### config.mk
export PLATFORM = sky130hd
export DESIGN_NAME = uart_irq_ident
export DESIGN_NICKNAME = d
export VERILOG_FILES = /design/src/rtl/uart_irq_pkg.sv /design/src/rtl/uart_irq_dp.sv /design/src/rtl/uart_irq_ctrl.sv /design/src/rtl/uart_irq_ident.sv
export SDC_FILE = /design/constraint.sdc
export NUM_CORES = 1
export LEC_CHECK = 0
export BUFFER_PORTS_ARGS = -buffer_cell sky130_fd_sc_hd__buf_4
export CAP_MARGIN = 5
export CORE_MARGIN = 1
export CORE_UTILIZATION = 35
export CTS_CLUSTER_DIAMETER = 120
export DETAILED_ROUTE_END_ITERATION = 16
export GPL_ROUTABILITY_DRIVEN = 0
export GPL_TIMING_DRIVEN = 0
export PLACE_DENSITY = 0.74
export SLEW_MARGIN = 40
export SYNTH_ARGS = -nofsm -noshare
export SYNTH_HDL_FRONTEND = slang
export SYNTH_SLANG_ARGS = --single-unit
### constraint.sdc
create_clock -name clk -period 1.4 [get_ports clk]
set_input_delay 0.07 -clock clk [delete_from_list [all_inputs] [get_ports clk]]
set_output_delay 0.07 -clock clk [all_outputs]
set_load 0.05 [all_outputs]
### src/rtl/uart_irq_pkg.sv
package uart_irq_pkg;

  localparam logic [5:0] CODE_NONE  = 6'b000001;
  localparam logic [5:0] CODE_LINE  = 6'b000110;
  localparam logic [5:0] CODE_RXD   = 6'b000100;
  localparam logic [5:0] CODE_TOUT  = 6'b001100;
  localparam logic [5:0] CODE_TX    = 6'b000010;
  localparam logic [5:0] CODE_MODEM = 6'b000000;
  localparam logic [5:0] CODE_LVL5  = 6'b010000;
  localparam logic [5:0] CODE_LVL6  = 6'b100000;

  // clear strobes from control to datapath
  typedef struct packed {
    logic line;
    logic modem;
    logic timeout;
    logic tx;
    logic lvl5;
    logic lvl6;
  } clrStrobe_t;

  // raw (unmasked) cause state from datapath to control
  typedef struct packed {
    logic [3:0] line;
    logic [3:0] modem;
    logic       rxAbove;
    logic       timeout;
    logic       tx;
    logic       lvl5;
    logic       lvl6;
  } causeState_t;

endpackage

### src/rtl/uart_irq_dp.sv
module uart_irq_dp
  import uart_irq_pkg::*;
#(
  parameter int LVL_W = 5
) (
  input  logic             clk,
  input  logic             rstN,
  input  logic [LVL_W-1:0] rxLevel,
  input  logic [LVL_W-1:0] rxTrig,
  input  logic [LVL_W-1:0] txLevel,
  input  logic [LVL_W-1:0] txTrig,
  input  logic             txExtTrig,
  input  logic             txShiftEmpty,
  input  logic             txLineIdle,
  input  logic [3:0]       rxErrEvt,
  input  logic [3:0]       modemEvt,
  input  logic             timeoutEvt,
  input  logic             lvl5Evt,
  input  logic             lvl6Evt,
  input  clrStrobe_t       clr,
  output causeState_t      cause
);

  logic [3:0] lineQ, modemQ;
  logic       toutQ, txQ, txCondQ, lvl5Q, lvl6Q;
  logic       txCond;
  logic       zeroTrigMode;

  assign zeroTrigMode = txExtTrig && (txTrig == '0);
  assign txCond = zeroTrigMode ? ((txLevel == '0) && txShiftEmpty && txLineIdle)
                               : (txLevel < txTrig);

  always_ff @(posedge clk) begin
    if (!rstN) begin
      lineQ   <= '0;
      modemQ  <= '0;
      toutQ   <= 1'b0;
      txQ     <= 1'b0;
      txCondQ <= 1'b0;
      lvl5Q   <= 1'b0;
      lvl6Q   <= 1'b0;
    end else begin
      lineQ   <= (clr.line  ? 4'b0 : lineQ)  | rxErrEvt;
      modemQ  <= (clr.modem ? 4'b0 : modemQ) | modemEvt;
      toutQ   <= timeoutEvt | (toutQ & ~clr.timeout);
      lvl5Q   <= lvl5Evt    | (lvl5Q & ~clr.lvl5);
      lvl6Q   <= lvl6Evt    | (lvl6Q & ~clr.lvl6);
      txCondQ <= txCond;
      if (!txCond)       txQ <= 1'b0;
      else if (!txCondQ) txQ <= 1'b1;
      else if (clr.tx)   txQ <= 1'b0;
    end
  end

  always_comb begin
    cause.line    = lineQ;
    cause.modem   = modemQ;
    cause.rxAbove = rxLevel > rxTrig;
    cause.timeout = toutQ;
    cause.tx      = txQ;
    cause.lvl5    = lvl5Q;
    cause.lvl6    = lvl6Q;
  end

endmodule

### src/rtl/uart_irq_ctrl.sv
module uart_irq_ctrl
  import uart_irq_pkg::*;
(
  input  causeState_t cause,
  input  logic [5:0]  intEnable,
  input  logic        enhMode,
  input  logic        isrRead,
  input  logic        lsrRead,
  input  logic        msrRead,
  input  logic        rhrRead,
  output clrStrobe_t  clr,
  output logic [5:0]  irqCode,
  output logic        irqOut
);

  localparam int NUM_LVL = 7;

  logic [NUM_LVL-1:0] active;   // index 0 is the highest priority
  logic [5:0]         codeTab [NUM_LVL];

  assign codeTab[0] = CODE_LINE;
  assign codeTab[1] = CODE_RXD;
  assign codeTab[2] = CODE_TOUT;
  assign codeTab[3] = CODE_TX;
  assign codeTab[4] = CODE_MODEM;
  assign codeTab[5] = CODE_LVL5;
  assign codeTab[6] = CODE_LVL6;

  always_comb begin
    active[0] = intEnable[2] && (|cause.line);
    active[1] = intEnable[0] && cause.rxAbove;
    active[2] = intEnable[0] && cause.timeout;
    active[3] = intEnable[1] && cause.tx;
    active[4] = intEnable[3] && (|cause.modem);
    active[5] = enhMode && intEnable[4] && cause.lvl5;
    active[6] = enhMode && intEnable[5] && cause.lvl6;
  end

  always_comb begin
    irqCode = CODE_NONE;
    for (int i = NUM_LVL - 1; i >= 0; i--) begin
      if (active[i]) irqCode = codeTab[i];
    end
  end

  assign irqOut = |active;

  always_comb begin
    clr.line    = lsrRead;
    clr.modem   = msrRead;
    clr.timeout = rhrRead;
    clr.tx      = isrRead && (irqCode == CODE_TX);
    clr.lvl5    = isrRead && (irqCode == CODE_LVL5);
    clr.lvl6    = isrRead && (irqCode == CODE_LVL6);
  end

endmodule

### src/rtl/uart_irq_ident.sv
module uart_irq_ident
  import uart_irq_pkg::*;
#(
  parameter int FIFO_DEPTH = 16,
  localparam int LVL_W = $clog2(FIFO_DEPTH + 1)
) (
  input  logic             clk,
  input  logic             rstN,
  input  logic [LVL_W-1:0] rxLevel,
  input  logic [LVL_W-1:0] rxTrig,
  input  logic [LVL_W-1:0] txLevel,
  input  logic [LVL_W-1:0] txTrig,
  input  logic             txExtTrig,
  input  logic             txShiftEmpty,
  input  logic             txLineIdle,
  input  logic [3:0]       rxErrEvt,
  input  logic [3:0]       modemEvt,
  input  logic             timeoutEvt,
  input  logic             lvl5Evt,
  input  logic             lvl6Evt,
  input  logic [5:0]       intEnable,
  input  logic             enhMode,
  input  logic             isrRead,
  input  logic             lsrRead,
  input  logic             msrRead,
  input  logic             rhrRead,
  output logic [5:0]       irqCode,
  output logic             irqOut,
  output logic [3:0]       lineFlags,
  output logic [3:0]       modemFlags
);

  clrStrobe_t  clrStb;
  causeState_t causeSt;

  uart_irq_dp #(.LVL_W(LVL_W)) u_dp (
    .clk(clk), .rstN(rstN),
    .rxLevel(rxLevel), .rxTrig(rxTrig), .txLevel(txLevel), .txTrig(txTrig),
    .txExtTrig(txExtTrig), .txShiftEmpty(txShiftEmpty), .txLineIdle(txLineIdle),
    .rxErrEvt(rxErrEvt), .modemEvt(modemEvt), .timeoutEvt(timeoutEvt),
    .lvl5Evt(lvl5Evt), .lvl6Evt(lvl6Evt),
    .clr(clrStb), .cause(causeSt)
  );

  uart_irq_ctrl u_ctrl (
    .cause(causeSt), .intEnable(intEnable), .enhMode(enhMode),
    .isrRead(isrRead), .lsrRead(lsrRead), .msrRead(msrRead), .rhrRead(rhrRead),
    .clr(clrStb), .irqCode(irqCode), .irqOut(irqOut)
  );

  assign lineFlags  = causeSt.line;
  assign modemFlags = causeSt.modem;

endmodule

==> summary.md <==
| Metric | Value |
|---|---|
| Final min period | `1.78 ns` |
| CORE AREA | `approximately 2200 µm²` |
| Sequential area share after synthesis | `between 30% and 40%` |
| Row count | `17` |
| Worst Skew | `~0.0026 ns` |
| Clock Tree Buf Depth | `2` |
| CTS HTree Levels | `1` |
| IO Count | `62` |
| Startpoint type of the worst setup path | `flip-flop` |
| Post-synthesis cell area | `about 840 µm²` |
| Type of the worst setup path | `flip-flop to output pin` |
| DIE AREA | `between 2000 and 3000 µm²` |
| Critical Path Fanout Max | `3` |
| Layout fillers | `~180` |
| Die height | `50.9 µm` |
| Die span in x | `roughly 51 µm` |
| Syn. warnings | `0` |
| CTS Buf Count | `3` |
| Maximum VDD drop | `between 0.7 and 0.8 mV` |
| R2R depth | `5` |
| CTS Sinks | `13` |
| Grt ovf | `0` |
| Setup slack after layout | `-0.385 ns` |
| RSZ-0062 raised after global routing | `yes` |
| Hold Slack | `0.00551 ns` |
| Max_slew headroom | `70.1%` |
| Vias in the first global route | `just over 1000` |
| Synth Register Bits | `13` |
| Vias per cell | `roughly 5` |
| First-pass GRT wire length | `4050 µm` |
| 1st-pass router iterations | `5` |
| Starting Density | `37.5%` |
| Hold Violations, Final | `0` |
| DP Area | `1390 µm²` |
| PwrDens | `720 nW/µm²` |
| Failing checks | `negative setup slack` |
| Antenna-violating nets left | `0` |
| Largest net degree at the start of global routing | `11` |
| DR WL/cell | `around 12 µm` |
| Synth Instances | `just under 100` |
| DR iter-0 viols | `10` |
| Routed vias | `between 1000 and 1500` |
| # Max-Cap Violations | `0` |
| Diode count | `0` |
| Clk_lat worst skew | `between 0.2 and 0.3 ns` |
| Input/output buffers | `61` |
| Max frequency | `approximately 0.56 GHz` |
| Total track usage | `around a fifth` |
| Clock slew at reported path FFs | `about 0.080 ns` |
| Drc violations | `0` |
| Final Routed Wirelength | `2460 µm` |
| Count of cell types in the netlist | `30` |
| Setup-failing EPs final | `8` |
| Synthesis-to-layout area growth | `97.5%` |
| Syn_area_per_cell | `between 8 and 9 µm²` |
| Slew Viols, Final | `0` |
| Status | `complete, but fails checks` |
| CTS tree | `built` |
| Worst hold path class | `primary input to flip-flop` |
| Share of cells above drive strength 1 | `53.7%` |
| Worst Max-Slew Pin Slew | `~0.45 ns` |
| Clock Tree Root | `clkbuf_4` |
| Crit path DAT | `between 1.5 and 2 ns` |
| Initial antenna violation count | `0` |
| Required @ worst endpoint | `roughly 1.3 ns` |
| Final Util | `approximately three quarters` |
| Final period utilization | `127%` |
| Nets | `234` |
| Crit path capture type | `output pin` |
| Worst hold stages | `2` |
| Final Instance Area | `1650 µm²` |
| Post-Synthesis Net Count | `roughly 150` |
| Leakage power | `approximately 0.0008 µW` |
==> cells in the final DEF (no fill, tap or decap), types with 3 or more instances in the layout <==
cell | synthesis | routed
buf_4 | 0 | 57
inv_1 | 11 | 11
nor2b_1 | 10 | 9
o21a_1 | 9 | 9
ha_1 | 9 | 9
dlygate4sd3_1 | 0 | 8
buf_6 | 0 | 8
dfxtp_1 | 13 | 5
nand3_1 | 5 | 4
dfxtp_4 | 0 | 4
dfxtp_2 | 0 | 4
nand2_1 | 4 | 3
clkbuf_4 | 0 | 3
==> worst max-delay path: stages, from the launching register on <==
cell	delay (ns)
dfxtp_4	0.35
o41a_1	0.43
or2_4	0.30
nor3b_4	0.18
buf_6	0.18
==> cells by family after synthesis <==
logic type               share of synthesized area, %
flip-flops                                       31.1
adder cells (fa/ha/maj)                          13.5
buffers and inverters                            5.38
AO/OA/AOI/OAI                                    22.7
AND/OR/NAND/NOR                                  27.4
==> metal layers <==
metal,share of wire (%),GRT usage (%),wire length (µm),vias up
met5,0,0,0,-
met4,1.6,9.26,40,0
li1,-,-,-,511
met2,54,38.8,1340,37
met3,5.1,3.87,126,4
met1,39,21.8,960,457
==> final cells by class <==
type	instances	area [µm²]	share of cell area (%)
multi-input cells	73	638	38.6
inverters	11	41.3	2.50
flip-flops and latches	13	280	17.0
well taps	28	35.0	2.12
clock buffers	4	26.3	1.59
plain buffers	1	3.75	0.227
repair buffers	75	628	38.0
==> synth_stat cells, drive strengths merged <==
master / n / area [µm²]
nand3: 5 / 25.0
a21boi: 1 / 7.51
nor3: 3 / 26.3
or2: 2 / 12.5
o41a: 1 / 11.3
nand2: 4 / 15.0
a21oi: 3 / 15.0
or4b: 1 / 13.8
nor2b: 10 / 62.6
clkbuf: 1 / 3.75
a211o: 2 / 17.5
o21bai: 1 / 7.51
dfxtp: 13 / 260
inv: 11 / 41.3
a41oi: 1 / 8.76
nor3b: 1 / 7.51
and3: 2 / 12.5
nor4: 1 / 6.26
o21ai: 3 / 15.0
a31oi: 1 / 6.26
nand4: 1 / 6.26
o41ai: 2 / 17.5
nor2: 5 / 18.8
o22a: 1 / 8.76
o21a: 9 / 67.6
o211ai: 1 / 7.51
nand2b: 2 / 12.5
and4b: 1 / 10.0
ha: 9 / 113
==> sequential cells by signal (all words and copies together), names as in the netlist <==
register      cells
u_dp.modemQ       4
u_dp.toutQ        1
u_dp.lineQ        4
u_dp.lvl5Q        1
u_dp.txQ          1
u_dp.lvl6Q        1
u_dp.txCondQ      1
==> where the power goes <==
part	total, µW	internal (µW)	leakage (µW)	switching [µW]
Clock	233	110	0.0000150	123
Sequential	420	398	0.000112	21.2
Combinational	538	270	0.000687	268
==> what timing repair did <==
action / in CTS / in global routing
pin swaps: 4 / 3
endpoints found under the setup margin: 10 / 9
endpoints found under the hold margin: 3 / 5
setup buffers: 6 / 0
gates resized for setup: 22 / 4
hold buffers: 3 / 5
==> metrics by stage <==
step                      setup TNS, ns  std cells  total power [µW]  setup slack (ns)
final                             -2.34        205              1190            -0.385
after global routing              -2.90        205              1260            -0.431
after CTS                         -2.29        200              1180            -0.355
after detailed placement          -2.26        187               864            -0.368
after global placement            -1.85        187               854            -0.325
after floorplan                   -1.09         98               675            -0.273
==> path summary, 6_finish.rpt <==
path | slack [ns] | from | endpoint
worst min register to register | 0.40 | u_dp.txCondQ | u_dp.txQ
worst max register to register | -0.13 | u_dp.lineQ[1] | u_dp.txQ
worst min-delay path | 0.006 | rxErrEvt[0] | u_dp.lineQ[0]
worst max-delay path | -0.38 | u_dp.lineQ[1] | irqCode[5]
Power figures use the tool's default switching activity.
